[src/rtl/dtt_pkg.sv]
package dtt_pkg;

    localparam int PEAK_W_DEF = 12;
    localparam int DT_W_DEF   = 8;

    typedef enum logic {
        PH_REF   = 1'b0,
        PH_TRIAL = 1'b1
    } phase_e;

    typedef enum logic [1:0] {
        STEP_HOLD = 2'd0,
        STEP_DOWN = 2'd1,
        STEP_UP   = 2'd2
    } step_e;

endpackage

[src/rtl/dtt_pair_diff.sv]
module dtt_pair_diff
    import dtt_pkg::*;
#(
    parameter int PW = PEAK_W_DEF
) (
    input  logic          clk,
    input  logic          rst,
    input  logic          stb,
    input  logic [PW-1:0] peak,
    output phase_e        phase,
    output logic          diff_vld,
    output logic [PW-1:0] diff
);

    logic [PW-1:0] ref_q;

    always_ff @(posedge clk) begin
        if (rst) begin
            phase    <= PH_REF;
            ref_q    <= '0;
            diff_vld <= 1'b0;
            diff     <= '0;
        end else begin
            diff_vld <= 1'b0;
            if (stb) begin
                if (phase == PH_REF) begin
                    ref_q <= peak;
                    phase <= PH_TRIAL;
                end else begin
                    diff_vld <= 1'b1;
                    diff     <= (peak > ref_q) ? (peak - ref_q) : '0;
                    phase    <= PH_REF;
                end
            end
        end
    end

    AST_PHASE_ALT: assert property (@(posedge clk) disable iff (rst)
        stb |=> (phase != $past(phase)));

    AST_NEG_TO_ZERO: assert property (@(posedge clk) disable iff (rst)
        (stb && phase == PH_TRIAL && peak <= ref_q) |=> (diff_vld && diff == '0));

    AST_NO_STB_NO_DIFF: assert property (@(posedge clk) disable iff (rst)
        !stb |=> !diff_vld);

endmodule

[src/rtl/dtt_avg.sv]
module dtt_avg
    import dtt_pkg::*;
#(
    parameter int PW = PEAK_W_DEF,
    parameter int K  = 2
) (
    input  logic          clk,
    input  logic          rst,
    input  logic          diff_vld,
    input  logic [PW-1:0] diff,
    output logic          avg_vld,
    output logic [PW-1:0] avg
);

    localparam int SW = PW + K;
    localparam int CW = (K > 0) ? K : 1;
    localparam logic [CW-1:0] LAST = CW'((1 << K) - 1);

    logic [SW-1:0] acc_q;
    logic [CW-1:0] cnt_q;
    logic [SW-1:0] sum;

    assign sum = acc_q + SW'(diff);

    always_ff @(posedge clk) begin
        if (rst) begin
            acc_q   <= '0;
            cnt_q   <= '0;
            avg_vld <= 1'b0;
            avg     <= '0;
        end else begin
            avg_vld <= 1'b0;
            if (diff_vld) begin
                if (cnt_q == LAST) begin
                    avg     <= PW'(sum >> K);
                    avg_vld <= 1'b1;
                    acc_q   <= '0;
                    cnt_q   <= '0;
                end else begin
                    acc_q <= sum;
                    cnt_q <= cnt_q + 1'b1;
                end
            end
        end
    end

    AST_AVG_FROM_INPUT: assert property (@(posedge clk) disable iff (rst)
        avg_vld |-> $past(diff_vld));

    AST_IDLE_ACC_STABLE: assert property (@(posedge clk) disable iff (rst)
        !diff_vld |=> ($stable(acc_q) && $stable(cnt_q)));

endmodule

[src/rtl/dtt_step.sv]
module dtt_step
    import dtt_pkg::*;
#(
    parameter int          PW       = PEAK_W_DEF,
    parameter int          DW       = DT_W_DEF,
    parameter logic [DW-1:0] DT_RESET = DW'(40)
) (
    input  logic          clk,
    input  logic          rst,
    input  logic          avg_vld,
    input  logic [PW-1:0] avg,
    input  logic [PW-1:0] res,
    input  logic [DW-1:0] dt_min,
    input  logic [DW-1:0] dt_max,
    output logic [DW-1:0] dt_q
);

    step_e         dir;
    logic [DW:0]   raw;
    logic [DW-1:0] nxt;

    always_comb begin
        if (!avg_vld)       dir = STEP_HOLD;
        else if (avg < res) dir = STEP_DOWN;
        else                dir = STEP_UP;
    end

    always_comb begin
        case (dir)
            STEP_UP:   raw = {1'b0, dt_q} + 1'b1;
            STEP_DOWN: raw = (dt_q == '0) ? '0 : ({1'b0, dt_q} - 1'b1);
            default:   raw = {1'b0, dt_q};
        endcase
        if (raw < {1'b0, dt_min})      nxt = dt_min;
        else if (raw > {1'b0, dt_max}) nxt = dt_max;
        else                           nxt = raw[DW-1:0];
    end

    always_ff @(posedge clk) begin
        if (rst)                  dt_q <= DT_RESET;
        else if (dir != STEP_HOLD) dt_q <= nxt;
    end

    AST_HOLD_NO_UPD: assert property (@(posedge clk) disable iff (rst)
        !avg_vld |=> $stable(dt_q));

    AST_ONE_LSB: assert property (@(posedge clk) disable iff (rst)
        (avg_vld && dt_q > dt_min && dt_q < dt_max)
        |=> ((dt_q - $past(dt_q)) == DW'(1) || ($past(dt_q) - dt_q) == DW'(1)));

    AST_IN_RANGE: assert property (@(posedge clk) disable iff (rst)
        (avg_vld && dt_min <= dt_max)
        |=> (dt_q >= $past(dt_min) && dt_q <= $past(dt_max)));

endmodule

[src/rtl/deadtime_tuner.sv]
module deadtime_tuner
    import dtt_pkg::*;
#(
    parameter int            PEAK_W   = PEAK_W_DEF,
    parameter int            DT_W     = DT_W_DEF,
    parameter int            K        = 2,
    parameter logic [DT_W-1:0] SAFE_DT  = DT_W'(200),
    parameter logic [DT_W-1:0] DT_RESET = DT_W'(40)
) (
    input  logic              clk,
    input  logic              rst,
    input  logic              cycle_stb_i,
    input  logic [PEAK_W-1:0] peak_i,
    input  logic [PEAK_W-1:0] res_i,
    input  logic [DT_W-1:0]   dt_min_i,
    input  logic [DT_W-1:0]   dt_max_i,
    output logic [DT_W-1:0]   dt_apply_o,
    output logic [DT_W-1:0]   dt_cand_o,
    output logic              ref_cycle_o,
    output logic              at_limit_o
);

    phase_e            phase;
    logic              diff_vld;
    logic [PEAK_W-1:0] diff;
    logic              avg_vld;
    logic [PEAK_W-1:0] avg;
    logic [DT_W-1:0]   cand;

    dtt_pair_diff #(.PW(PEAK_W)) u_pair (
        .clk      (clk),
        .rst      (rst),
        .stb      (cycle_stb_i),
        .peak     (peak_i),
        .phase    (phase),
        .diff_vld (diff_vld),
        .diff     (diff)
    );

    dtt_avg #(.PW(PEAK_W), .K(K)) u_avg (
        .clk      (clk),
        .rst      (rst),
        .diff_vld (diff_vld),
        .diff     (diff),
        .avg_vld  (avg_vld),
        .avg      (avg)
    );

    dtt_step #(.PW(PEAK_W), .DW(DT_W), .DT_RESET(DT_RESET)) u_step (
        .clk     (clk),
        .rst     (rst),
        .avg_vld (avg_vld),
        .avg     (avg),
        .res     (res_i),
        .dt_min  (dt_min_i),
        .dt_max  (dt_max_i),
        .dt_q    (cand)
    );

    assign ref_cycle_o = (phase == PH_REF);
    assign dt_cand_o   = cand;
    assign dt_apply_o  = (phase == PH_REF) ? SAFE_DT : cand;
    assign at_limit_o  = (cand <= dt_min_i) || (cand >= dt_max_i);

    AST_SAFE_ON_REF: assert property (@(posedge clk) disable iff (rst)
        (cycle_stb_i && phase == PH_TRIAL) |=> (dt_apply_o == SAFE_DT));

endmodule

[config.mk]
export PLATFORM = sky130hd
export DESIGN_NAME = deadtime_tuner
export DESIGN_NICKNAME = d
export VERILOG_FILES = /design/src/rtl/dtt_pkg.sv /design/src/rtl/dtt_pair_diff.sv /design/src/rtl/dtt_avg.sv /design/src/rtl/dtt_step.sv /design/src/rtl/deadtime_tuner.sv
export SDC_FILE = /design/constraint.sdc
export NUM_CORES = 1
export LEC_CHECK = 0
export ABC_AREA = 1
export BUFFER_PORTS_ARGS = -buffer_cell sky130_fd_sc_hd__buf_4
export CAP_MARGIN = 5
export CORE_MARGIN = 2
export CORE_UTILIZATION = 35
export DETAILED_ROUTE_END_ITERATION = 8
export PLACE_DENSITY = 0.61
export SYNTH_ARGS = -nofsm -noshare
export SYNTH_HDL_FRONTEND = slang
export SYNTH_SLANG_ARGS = --single-unit
[constraint.sdc]
create_clock -name clk -period 6 [get_ports clk]
set_input_delay 0.3 -clock clk [delete_from_list [all_inputs] [get_ports clk]]
set_output_delay 0.3 -clock clk [all_outputs]
set_load 0.05 [all_outputs]
==> summary.md, run 1 <==
| Metric | Value |
|---|---|
| Post-synth top area cell | dfxtp_1 |
| Initial core utilization | 0.359 |
| Post-Syn Nets | roughly 870 |
| Yosys warns | 0 |
| H-Tree Depth | 3 |
| CTS tree | built |
| Hold slack | between 0.2 and 0.25 ns |
| Drt pass-1 iters | 5 |
| Most common cell after layout, fill and taps aside | nand2_1 |
| First-pass GRT wire length | 21200 um |
| Worst R2R End | u_step.dt_q[3] |
| Worst r2r path cells | 25 |
| Hold Path Sink | u_pair.ref_q[0] |
| Max Cap Violations | 0 |
| Relative slew margins | 0.257 |
| ANT cells | 0 |
| Reg-to-Reg Start | u_avg.avg[11] |
| Detailed placer's ending HPWL | approximately 9700 um |
| Yosys top cell area share | 0.241 |
| Leak | about 3.1 nW |
| Vias post-DR | approximately 4700 |
| Post-Route WL | 12300 um |
| Syn Inst Count | 754 |
| Overflow after GRT | 0 |
| Endpoints failing hold | 0 |
| Root buf cell | clkbuf_16 |
| Worst vdd ir | a little under 0.1 mV |
| Antenna violations before repair | 0 |
| Largest net degree at the start of global routing | 36 |
| Chip Width | around 130 um |
| Area Overhead vs Synth | 16.1% |
| Setup crit end kind | flop |
| Die Height | between 100 and 150 um |
| Hold buffers post-CTS | 0 |
| Inst Count DP | just under 1000 |
| Post-Place Worst Slack | ~2.5 ns |
| Slew @ Worst Pin | 1.11 ns |
| Crit path largest cell delay | 0.43 ns |
| Clock Tree Buf Depth | 2 |
| Final TNS setup | 0 ns |
| EDFF count, synth | 0 |
| GRT Overall Usage | 0.161 |
| Most frequent cells in the layout | nand2_1 (131), inv_1 (118), a21oi_1 (77) |
| Clock latency on the worst-skew pair | ~0.34 ns |
| Max Freq | about 290 MHz |
| CP bufs+invs | 1 |
| Fin util | 0.417 |
| Clock skew | 0.00605 ns |
| DR vias/cell | 4.77 |
| #FFs+latches synth | 63 |
| Core area | ~0.015 mm2 |
| Hold Path Class | input pin to flop |
| PnR worst setup slack | around 2.5 ns |
| Reg-to-reg slack, setup | between 2 and 3 ns |
| Final slew viol count | 0 |
| Synth Flop Type | dfxtp_1 |
| Async set-reset flop share out of synthesis | 0 |
| CP Class | flop to flop |
| Clock-pin slew on the worst setup and hold paths | approximately 0.060 ns |
| Die area | 0.0160 mm2 |
| ANT nets after route | 0 |
| Vias in the first global route | ~4400 |
| Setup bufs post-CTS | 0 |
| Most repeated library cell on the critical path | nand2_1 |
| CP top delay family | simple AND/OR/NAND/NOR gates |
| Status | finished clean |
| Fin crit period | about 3.5 ns |
| Row cnt | 44 |
| Post_cts resized | 0 |
| Gpl congestion | roughly 0.9 |
| Clk sinks | 63 |
| CP max-delay cell | nor3_1 |
| Distinct cells, synth | 47 |
| Fin cells | approximately 1000 |
| I/O Buffers | 60 |
| Critical Path RT | 6.26 ns |
| Drc violations | 0 |
| Share of cells above drive strength 1 | 0.159 |
| Cts bufs inserted | 9 |
| Unrepaired setup endpoints after global routing | false |
| Pwr dens | between 150 and 200 mW/mm2 |
| Register area share after synthesis | 0.241 |
| Nets | 920 |
| Routed len/inst | between 10 and 15 um |
| Mean Syn Cell Area | approximately 6.9 um2 |
| WHS Path Cells | 3 |
| Period utilisation layout | 0.576 |
| Critical Path Start | u_avg.avg[11] |
| Hold_sp | peak_i[0] |
| Top-level I/O count | 61 |
| Crit path launch type | flop |
| CP Data Arrival Time | 3.71 ns |
| Synth area leaders | dfxtp_1 (24%), ha_1 (17%), nand2_1 (9.4%) |
| Drt initial violations | ~270 |
| Setup-failing EPs final | 0 |
| Mapped Area | between 0.005 and 0.006 mm2 |
| Crit-path max FO | 14 |
==> synthesized netlist by cell type, types with 2 or more instances <==
| cell | n |
|---|---|
| a211oi_1 | 3 |
| a21boi_0 | 2 |
| a21oi_1 | 77 |
| buf_4 | 2 |
| buf_6 | 2 |
| clkbuf_1 | 14 |
| dfxtp_1 | 63 |
| fa_1 | 2 |
| ha_1 | 70 |
| inv_1 | 118 |
| inv_2 | 4 |
| nand2_1 | 131 |
| nand2_2 | 12 |
| nand2_4 | 4 |
| nand3_1 | 45 |
| nand3_2 | 3 |
| nand4_1 | 7 |
| nor2_1 | 59 |
| nor2_2 | 7 |
| nor2_4 | 5 |
| nor3_1 | 12 |
| nor3_2 | 3 |
| o21a_1 | 3 |
| o21ai_0 | 49 |
| o21ai_1 | 3 |
| o21ai_2 | 7 |
| o21bai_1 | 2 |
| o31ai_1 | 4 |
| or2_2 | 3 |
| xnor2_1 | 4 |
| xor2_1 | 18 |
==> logic make-up after synthesis <==
group | after synthesis | synth area share
adder cells (fa/ha/maj) | 72 | 0.175
AO/OA/AOI/OAI | 157 | 0.168
buffers and inverters | 145 | 0.113
AND/OR/NAND/NOR | 295 | 0.267
XOR/XNOR | 22 | 0.0368
flip-flops | 63 | 0.241
==> per-layer routing <==
layer / routed length [um] / vias up / track usage
li1: - / 2569 / -
met1: 6230 / 2074 / 0.225
met2: 5400 / 84 / 0.255
met3: 467 / 14 / 0.0295
met4: 155 / 0 / 0.0465
met5: 0 / - / 0
==> worst min-delay path: stages <==
cell and delay, ns:
buf_4 0.08, inv_1 0.05, a21oi_1 0.11
==> where the power goes <==
part | switching (mW) | internal, mW
Combinational | 0.113 | 0.0735
Clock | 0.193 | 0.290
Sequential | 0.00677 | 0.431
==> how the worst max path moves through the flow <==
stage / depth (start not counted) / slack [ns] / endpoint
detailed placement: 27 / 2.46 / u_step.dt_q[3]
finish: 25 / 2.55 / u_step.dt_q[3]
global placement: 27 / 2.47 / u_step.dt_q[5]
CTS: 25 / 2.53 / u_step.dt_q[3]
global route: 25 / 2.15 / u_step.dt_q[7]
floorplan: 23 / 2.81 / u_step.dt_q[5]
==> sequential cells by signal, summed over array words and instances (netlist names) <==
name / count
u_pair.ref_q: 12
u_pair.phase: 1
u_pair.diff: 12
u_pair.diff_vld: 1
u_avg.avg: 12
u_avg.avg_vld: 1
u_step.dt_q: 8
u_avg.acc_q: 14
u_avg.cnt_q: 2
==> layout make-up <==
cell class	instances	area, um2
fillers	1549	8510
repair buffers	60	450
multi-input cells	546	3380
clock buffers	11	243
clock inverters	5	32.5
flip-flops and latches	63	1260
inverters	125	477
well taps	184	230
==> stage by stage <==
| stage | power (mW) | area, um2 |
|---|---|---|
| finish | 1.11 | 6080 |
| global placement | 0.634 | 5800 |
| detailed placement | 0.634 | 5800 |
| global route | 1.17 | 6080 |
| floorplan | 0.578 | 5240 |
| CTS | 1.12 | 6080 |
Note: power is estimated with default switching activity, not from simulation.
==> inputs of run 2 (changes only) <==
--- a/config.mk
+++ b/config.mk
@@ -5,13 +5,13 @@
 export SDC_FILE = /design/constraint.sdc
 export NUM_CORES = 1
 export LEC_CHECK = 0
-export ABC_AREA = 1
+export ABC_AREA = 0
 export BUFFER_PORTS_ARGS = -buffer_cell sky130_fd_sc_hd__buf_4
 export CAP_MARGIN = 5
 export CORE_MARGIN = 2
 export CORE_UTILIZATION = 35
 export DETAILED_ROUTE_END_ITERATION = 8
-export PLACE_DENSITY = 0.61
+export PLACE_DENSITY = 0.64
 export SYNTH_ARGS = -nofsm -noshare
 export SYNTH_HDL_FRONTEND = slang
 export SYNTH_SLANG_ARGS = --single-unit
==> constraint.sdc (replaced) <==
create_clock -name clk -period 3.02 [get_ports clk]
set_input_delay 0.151 -clock clk [delete_from_list [all_inputs] [get_ports clk]]
set_output_delay 0.151 -clock clk [all_outputs]
set_load 0.05 [all_outputs]
==> run 2 against run 1 <==
- area after synthesis fell by 4.2%
- die area decreased by 4.0%
- critical endpoint is now u_step.dt_q[5]
- utilization up 4.7 points
- global-route usage rose by 3.0 points
- the flow now finishes with violations (setup timing)
- combinational power increased by 98%
- largest cell class unchanged
- routed wire length grew 13%
- first-iteration DRC count decreased by 6.2%
==> summary.md, run 2 <==
| Metric | Value |
|---|---|
| Status | finished with violations (was finished clean) |
| Failing checks | setup timing |
| Yosys warns | 0 (unchanged) |
| Gpl congestion | 0.899 (was 0.904) |
| Die Height | 124 um (was 126 um) |
| Clock-pin slew on the worst setup and hold paths | 0.05 ns (was 0.06 ns) |
| Mean Syn Cell Area | 7.84 um2 (was 6.94 um2) |
| Mapped Area | 0.00502 mm2 (was 0.00524 mm2) |
| Drt initial violations | 257 (was 274) |
| Setup crit end kind | flop (unchanged) |
| Clock latency on the worst-skew pair | 0.33 ns (was 0.34 ns) |
| Final slew viol count | 0 (unchanged) |
| Post-Route WL | 13800 um (was 12300 um) |
| Pint | 1.58 mW (was 795 uW) |
| Worst vdd ir | 0.226 mV (was 0.0969 mV) |
| Max Freq | 260 MHz (was 289 MHz) |
| Crit-path max FO | 5 (was 14) |
| EDFF count, synth | 0 (unchanged) |
| Nets | 858 (was 920) |
| Clk sinks | 63 (unchanged) |
| Relative slew margins | 0.459 (was 0.257) |
| Area Overhead vs Synth | 28.6% (was 16.1%) |
| Synth area leaders | dfxtp_1 (25%), ha_1 (17%), a21oi_1 (7.0%) (was dfxtp_1 (24%), ha_1 (17%), nand2_1 (9.4%)) |
| Die area | 0.0153 mm2 (was 0.0160 mm2) |
| CP max-delay cell | dfxtp_2 (was nor3_1) |
| Cell breakdown of the critical path | ha_4 -> a21o_1 -> a221oi_4 -> o211ai_4 -> a211oi_4 -> buf_4 -> a221oi_2 -> a31o_1 -> inv_2 -> ha_4 -> and4_4 -> a211oi_2 -> a21oi_1 -> a211o_1 -> a211oi_4 -> a21oi_1 -> a221o_1 |
| Top-level I/O count | 61 (unchanged) |
| Crit path largest cell delay | 0.33 ns (was 0.43 ns) |
| Hold Path Sink | u_pair.ref_q[10] (was u_pair.ref_q[0]) |
| Switching Share | 0.270 (was 0.282) |
| Syn Inst Count | 640 (was 754) |
| First-pass GRT wire length | 23300 um (was 21200 um) |
| Worst R2R End | u_step.dt_q[5] (was u_step.dt_q[3]) |
| Pwr dens | 336 mW/mm2 (was 182 mW/mm2) |
| Post-Syn Nets | 755 (was 869) |
| P_sw | 585 uW (was 313 uW) |
| Antenna violations before repair | 0 (unchanged) |
| H-Tree Depth | 3 (unchanged) |
| Register area share after synthesis | 0.251 (was 0.241) |
| CTS tree | built (unchanged) |
| Post-synth top area cell | dfxtp_1 (unchanged) |
| Flop pwr share | 0.400 (was 0.395) |
| ANT nets after route | 0 (unchanged) |
| PnR Total Power | 2.17 mW (was 1.11 mW) |
| Final TNS setup | -6.14 ns (was 0 ns) |
| Reg-to-reg slack, setup | -0.83 ns (was 2.55 ns) |
| #FFs+latches synth | 63 (unchanged) |
| Cts bufs inserted | 9 (unchanged) |
| Most frequent cells in the layout | buf_4 (115), nand2_1 (72), a21oi_1 (66) (was nand2_1 (131), inv_1 (118), a21oi_1 (77)) |
| Unrepaired setup endpoints after global routing | true (was false) |
| Async set-reset flop share out of synthesis | 0 (unchanged) |
| Clock skew | 0.00528 ns (was 0.00605 ns) |
| DR vias/cell | 5.30 (was 4.77) |
| Most common cell after layout, fill and taps aside | buf_4 (was nand2_1) |
| Max Cap Violations | 0 (unchanged) |
| Detailed placer's ending HPWL | 10900 um (was 9690 um) |
| Clock Tree Buf Depth | 2 (unchanged) |
| Setup-failing EPs final | 8 (was 0) |
| Initial core utilization | 0.360 (was 0.359) |
| Row cnt | 43 (was 44) |
| Most frequent cell after synthesis | nand2_1 (unchanged) |
| Root buf cell | clkbuf_16 (unchanged) |
| Synth Flop Type | dfxtp_1 (unchanged) |
| WHS Path Cells | 3 (unchanged) |
| PnR worst setup slack | -0.826 ns (was 2.55 ns) |
| Distinct cells, synth | 66 (was 47) |
| Fin util | 0.463 (was 0.417) |
| Fin crit period | 3.85 ns (was 3.45 ns) |
| ANT cells | 0 (unchanged) |
| Slew @ Worst Pin | 0.811 ns (was 1.11 ns) |
| Vias in the first global route | 4907 (was 4448) |
| Hold Path Class | input pin to flop (unchanged) |
| Yosys top cell area share | 0.251 (was 0.241) |
| Vias post-DR | 4913 (was 4741) |
| Period utilisation layout | 1.27 (was 0.576) |
| Drt pass-1 iters | 4 (was 5) |
| Endpoints failing hold | 0 (unchanged) |
| Overflow after GRT | 0 (unchanged) |
| Final instance area | 0.00645 mm2 (was 0.00608 mm2) |
| Core area | 0.0139 mm2 (was 0.0146 mm2) |
| Routed len/inst | 14.9 um (was 12.3 um) |
| Biggest register | u_avg.acc_q (unchanged) |
| Largest net degree at the start of global routing | 59 (was 36) |
| Placed cell areas | 0.00604 mm2 (was 0.00580 mm2) |
| Hold buffers post-CTS | 0 (unchanged) |
| Logic pwr share | 0.171 (was 0.169) |
| GRT Overall Usage | 0.191 (was 0.161) |
| Worst r2r path cells | 17 (was 25) |
| Chip Width | 124 um (was 126 um) |
| Largest register FFs | 14 (unchanged) |
| CP Data Arrival Time | 4.06 ns (was 3.71 ns) |
| Leak | 2.86 nW (was 3.14 nW) |
| Crit path launch type | flop (unchanged) |
| Share of total power in the clock network | 0.430 (was 0.436) |
| Critical Path RT | 3.23 ns (was 6.26 ns) |
| Drc violations | 0 (unchanged) |
| Hold_sp | peak_i[10] (was peak_i[0]) |
| Share of cells above drive strength 1 | 0.244 (was 0.159) |
| CP Class | flop to flop (unchanged) |
| Reg-to-Reg Start | u_avg.avg[6] (was u_avg.avg[11]) |
| I/O Buffers | 60 (unchanged) |
| Synth cell count leaders | nand2_1 (72), a21oi_1 (70), ha_1 (70) (was nand2_1 (131), inv_1 (118), a21oi_1 (77)) |
## run 2: power by group through the flow
stage / sequential [mW] / combinational, mW / clock, mW
after floorplan: 0.875 / 0.242 / 0
after global placement: 0.883 / 0.352 / 0
after detailed placement: 0.884 / 0.359 / 0
after CTS: 0.866 / 0.365 / 0.955
after global routing: 0.868 / 0.415 / 0.994
final: 0.866 / 0.370 / 0.931
## run 2: cell type report
cell class / count / area (um2)
sequential: 63 / 1270
clock buffer: 11 / 243
inverter: 63 / 236
tap: 180 / 225
fill: 1380 / 7480
multi-input combinational: 491 / 3590
timing repair buffer: 115 / 863
clock inverter: 4 / 22.5
## run 2: how the worst max path moves through the flow
stage	startpoint	to	slack (ns)	cells after the start
2_1_floorplan	u_avg.avg[6]	u_step.dt_q[5]	-0.67	16
3_3_place_gp	u_avg.avg[6]	u_step.dt_q[5]	-0.75	16
3_5_place_dp	u_avg.avg[9]	u_step.dt_q[2]	-0.88	16
4_1_cts	u_avg.avg[6]	u_step.dt_q[2]	-0.73	17
5_1_grt	u_avg.avg[10]	u_step.dt_q[5]	-0.98	16
6_report	u_avg.avg[6]	u_step.dt_q[5]	-0.83	17
## run 2: logic make-up after synthesis
| logic type | share of synthesized area |
|---|---|
| AOI/OAI and AO/OA | 0.261 |
| xor gates and xnor gates | 0.0349 |
| adders and majority gates | 0.182 |
| buffers and inverters | 0.0686 |
| DFF | 0.251 |
| muxes | 0.0102 |
| and+or+nand+nor | 0.191 |
## run 2: timing repair
item | 4_1_cts | 5_1_grt
pin swaps | 4 | 5
setup endpoints to repair | 8 | 8
resized for setup | 16 | 6
setup buffers | 1 | 6
## run 2: metal layers
| layer | up-vias | global-route usage | wire length (um) |
|---|---|---|---|
| met4 | 0 | 0.0661 | 310 |
| met1 | 2299 | 0.247 | 6520 |
| met3 | 22 | 0.0366 | 654 |
| li1 | 2484 | - | - |
| met2 | 108 | 0.318 | 6340 |
| met5 | - | 0 | 0 |
## run 2: metrics by stage
stage / cells / hold slack (ns) / setup slack [ns]
after CTS: 921 / 0.0729 / -0.726
after global routing: 927 / 0.0757 / -0.982
after floorplan: 640 / 0.234 / -0.675
after detailed placement: 905 / 0.421 / -0.876
final: 927 / 0.0816 / -0.826
after global placement: 905 / 0.415 / -0.748
## run 2: critical path, delay by kind of cell, from the launching register on
| kind | cells | cell delay (ns) |
|---|---|---|
| AOI/OAI and AO/OA | 12 | 2.52 |
| adders and majority gates | 2 | 0.43 |
| DFF | 1 | 0.33 |
| buffers and inverters | 2 | 0.26 |
| and+or+nand+nor | 1 | 0.18 |
==> inputs of run 3 (changes only) <==
--- a/config.mk
+++ b/config.mk
@@ -11,7 +11,8 @@
 export CORE_MARGIN = 2
 export CORE_UTILIZATION = 35
 export DETAILED_ROUTE_END_ITERATION = 8
-export PLACE_DENSITY = 0.64
+export PLACE_DENSITY = 0.63
 export SYNTH_ARGS = -nofsm -noshare
 export SYNTH_HDL_FRONTEND = slang
+export SYNTH_HIERARCHICAL = 1
 export SYNTH_SLANG_ARGS = --single-unit
==> run 3 against run 2 <==
- the flow still finishes with violations (setup timing)
- flip-flop and latch count unchanged
- combinational power is 21% higher
- utilization up 2.4 points
- sequential power barely moved
- total power increased by 6.2%
- synthesized cell count rose by 4.4%
- critical path type unchanged
- largest cell class unchanged
- highest routed layer unchanged
==> summary.md, run 3 <==
| Metric | Value |
|---|---|
| Status | finished with violations (unchanged) |
| Failing checks | setup timing (unchanged) |
| Yosys warns | 6 (was 0) |
| Synth area leaders | dfxtp_1 (24%), ha_1 (16%), a21oi_1 (6.0%) (was dfxtp_1 (25%), ha_1 (17%), a21oi_1 (7.0%)) |
| ANT nets after route | 0 (unchanged) |
| Die area | 0.0163 mm2 (was 0.0153 mm2) |
| Cts bufs inserted | 9 (unchanged) |
| EDFF count, synth | 0 (unchanged) |
| Setup crit end kind | flop (unchanged) |
| Largest net degree at the start of global routing | 50 (was 59) |
| Mapped Area | 0.00534 mm2 (was 0.00502 mm2) |
| Crit-path max FO | 6 (was 5) |
| Post-Route WL | 16000 um (was 13800 um) |
| CP Class | flop to flop (unchanged) |
| Unrepaired setup endpoints after global routing | true (unchanged) |
| Nets | 915 (was 858) |
| Hold buffers post-CTS | 0 (unchanged) |
| Share of cells above drive strength 1 | 0.301 (was 0.244) |
| Drt pass-1 iters | 5 (was 4) |
| Yosys top cell area share | 0.236 (was 0.251) |
| Slew @ Worst Pin | 0.901 ns (was 0.811 ns) |
| #FFs+latches synth | 63 (unchanged) |
| Cell breakdown of the critical path | ha_4 -> o211ai_2 -> o31a_4 -> buf_6 -> o21a_2 -> o2111ai_1 -> nor2b_2 -> ha_4 -> o21ai_1 -> nand2b_1 -> a21oi_2 -> a211oi_2 -> a211oi_2 -> buf_4 -> nor2_1 -> a211o_1 -> a311oi_2 (was ha_4 -> a21o_1 -> a221oi_4 -> o211ai_4 -> a211oi_4 -> buf_4 -> a221oi_2 -> a31o_1 -> inv_2 -> ha_4 -> and4_4 -> a211oi_2 -> a21oi_1 -> a211o_1 -> a211oi_4 -> a21oi_1 -> a221o_1) |
| Die Height | 128 um (was 124 um) |
| Vias in the first global route | 4960 (was 4907) |
| Crit path launch type | flop (unchanged) |
| Antenna violations before repair | 0 (unchanged) |
| Most frequent cells in the layout | buf_4 (129), nand2_1 (73), inv_1 (65) (was buf_4 (115), nand2_1 (72), a21oi_1 (66)) |
| Synth Flop Type | dfxtp_1 (unchanged) |
| Most frequent cell after synthesis | nand2_1 (unchanged) |
| Post-synth top area cell | dfxtp_1 (unchanged) |
| Area Overhead vs Synth | 37.1% (was 28.6%) |
| Crit path largest cell delay | 0.37 ns (was 0.33 ns) |
| Core area | 0.0150 mm2 (was 0.0139 mm2) |
| DR vias/cell | 5.41 (was 5.30) |
| H-Tree Depth | 3 (unchanged) |
| Synth cell count leaders | nand2_1 (75), ha_1 (70), inv_1 (65) (was nand2_1 (72), a21oi_1 (70), ha_1 (70)) |
| Initial core utilization | 0.355 (was 0.360) |
| Worst vdd ir | 0.250 mV (was 0.226 mV) |
| Filler cells | 1450 (was 1380) |
| Gpl congestion | 0.969 (was 0.899) |
| Biggest register | u_avg/acc_q (was u_avg.acc_q) |
| Endpoints failing hold | 0 (unchanged) |
| Setup-failing EPs final | 8 (unchanged) |
| ANT cells | 0 (unchanged) |
| Register area share after synthesis | 0.236 (was 0.251) |
| Most common cell after layout, fill and taps aside | buf_4 (unchanged) |
| Hold Path Class | input pin to flop (unchanged) |
| First-pass GRT wire length | 25100 um (was 23300 um) |
| I/O Buffers | 60 (unchanged) |
| CP bufs+invs | 2 (unchanged) |
| Period utilisation layout | 1.27 (about the same) |
| Detailed placer's ending HPWL | 11500 um (was 10900 um) |
| Fin crit period | 3.82 ns (was 3.85 ns) |
| Vias post-DR | 5373 (was 4913) |
| GRT Overall Usage | 0.193 (was 0.191) |
| Chip Width | 128 um (was 124 um) |
| Root buf cell | clkbuf_16 (unchanged) |
| Post-Syn Nets | 783 (was 755) |
| Drt initial violations | 414 (was 257) |
| PnR worst setup slack | -0.801 ns (was -0.826 ns) |
| CP Data Arrival Time | 4.07 ns (was 4.06 ns) |
| Overflow after GRT | 0 (unchanged) |
| CTS tree | built (unchanged) |
| Register area | 0.00128 mm2 (was 0.00127 mm2) |
| Syn Inst Count | 668 (was 640) |
| CP max-delay cell | o31a_4 (was dfxtp_2) |
| Mean Syn Cell Area | 8.00 um2 (was 7.84 um2) |
| Drc violations | 0 (unchanged) |
| Row cnt | 45 (was 43) |
| Distinct cells, synth | 80 (was 66) |
| Pwr dens | 314 mW/mm2 (was 336 mW/mm2) |
| Clock latency on the worst-skew pair | 0.34 ns (was 0.33 ns) |
| Routed len/inst | 16.1 um (was 14.9 um) |
| Top-level I/O count | 61 (unchanged) |
| Clock skew | 0.00746 ns (was 0.00528 ns) |
| Max Freq | 262 MHz (was 260 MHz) |
| CP top delay family | compound AO/OA/AOI/OAI gates (unchanged) |
| Post-Place Worst Slack | -0.724 ns (was -0.876 ns) |
| Clock Tree Buf Depth | 2 (unchanged) |
| Clock-pin slew on the worst setup and hold paths | 0.06 ns (was 0.05 ns) |
| Relative slew margins | 0.399 (was 0.459) |
| Final slew viol count | 0 (unchanged) |
| Largest register FFs | 14 (unchanged) |
| Async set-reset flop share out of synthesis | 0 (unchanged) |
| Max Cap Violations | 0 (unchanged) |
| Clk sinks | 63 (unchanged) |
| Multi-input logic area | 0.00416 mm2 (was 0.00359 mm2) |
| Hold slack | 0.0748 ns (was 0.0816 ns) |
| Critical Path RT | 3.27 ns (was 3.23 ns) |
| Fin util | 0.487 (was 0.463) |
| Leak | 3.15 nW (was 2.86 nW) |
==> run 3: changes by cell type after synthesis, moves of 5 or more <==
cell and delta:
a32o_1 +5, a22oi_1 -8, or3_1 +7, mux2i_1 +7
o21ai_1 +13, clkbuf_1 -5, a21oi_1 -6, o21ai_0 -20
nand3_1 +7
==> run 3: final timing paths <==
| path | cells past startpoint | slack [ns] | startpoint | end |
|---|---|---|---|---|
| setup / recovery | 17 | -0.80 | u_avg/avg[5] | u_step/dt_q[0] |
| hold / removal | 3 | 0.07 | peak_i[8] | u_pair/ref_q[8] |
| setup reg to reg | 17 | -0.80 | u_avg/avg[5] | u_step/dt_q[0] |
| hold reg to reg | 2 | 0.45 | u_pair/diff[8] | u_pair/diff[8] |
==> run 3: layout make-up <==
class | instances | area share
Multi-Input combinational cell | 519 | 0.568
Tap cell | 188 | 0.0321
Clock buffer | 12 | 0.0350
Inverter | 66 | 0.0338
Timing Repair Buffer | 141 | 0.152
Sequential cell | 63 | 0.175
Clock inverter | 4 | 0.00376
==> run 3: cells by family (layout without fill, tap and decap cells) <==
logic type / after synthesis / in the layout / share of synthesized area
compound gates: 187 / 188 / 0.254
xor+xnor: 16 / 16 / 0.0262
fa+ha+maj: 72 / 72 / 0.171
buf+inv: 87 / 223 / 0.0696
flops: 63 / 63 / 0.236
mux: 11 / 11 / 0.0206
simple gates: 232 / 232 / 0.222
==> run 3: power by group <==
part | internal (mW) | total, mW | switching [mW]
combinational | 0.199 | 0.448 | 0.249
clock | 0.602 | 0.991 | 0.389
sequential | 0.848 | 0.863 | 0.0143
total | 1.65 | 2.30 | 0.652
==> run 3: metal layers <==
layer	wire [um]	up-vias	part of all wire	GRT usage
met2	7110	193	0.44	0.296
met5	0	-	0	0
li1	-	2667	-	-
met4	351	0	0.022	0.0776
met1	7560	2475	0.47	0.271
met3	1000	38	0.062	0.0272
==> run 3: metrics by stage <==
step | total power, mW | setup TNS, ns | instance area, um2 | cells
finish | 2.30 | -5.89 | 7320 | 993
global route | 2.40 | -6.87 | 7320 | 993
CTS | 2.30 | -4.08 | 7070 | 983
detailed placement | 1.29 | -5.14 | 6430 | 951
global placement | 1.28 | -4.84 | 6430 | 951
floorplan | 1.16 | -3.07 | 5440 | 668
==> run 3: worst register-to-register path, cell delays in order (launching register included) <==
cell       delay (ns)
dfxtp_2          0.33
ha_4             0.27
o211ai_2         0.08
o31a_4           0.37
buf_6            0.13
o21a_2           0.24
o2111ai_1        0.32
nor2b_2          0.34
ha_4             0.26
o21ai_1          0.09
nand2b_1         0.11
a21oi_2          0.16
a211oi_2         0.05
a211oi_2         0.26
buf_4            0.20
nor2_1           0.06
a211o_1          0.24
a311oi_2         0.22
==> run 3: what timing repair did <==
item | CTS | global route
buffers inserted | 15 | 11
pin swaps | 30 | 32
gates resized for setup | 47 | 28
endpoints found under the setup margin | 8 | 8
endpoints found under the hold margin | 0 | 0
gates cloned | 1 | 0
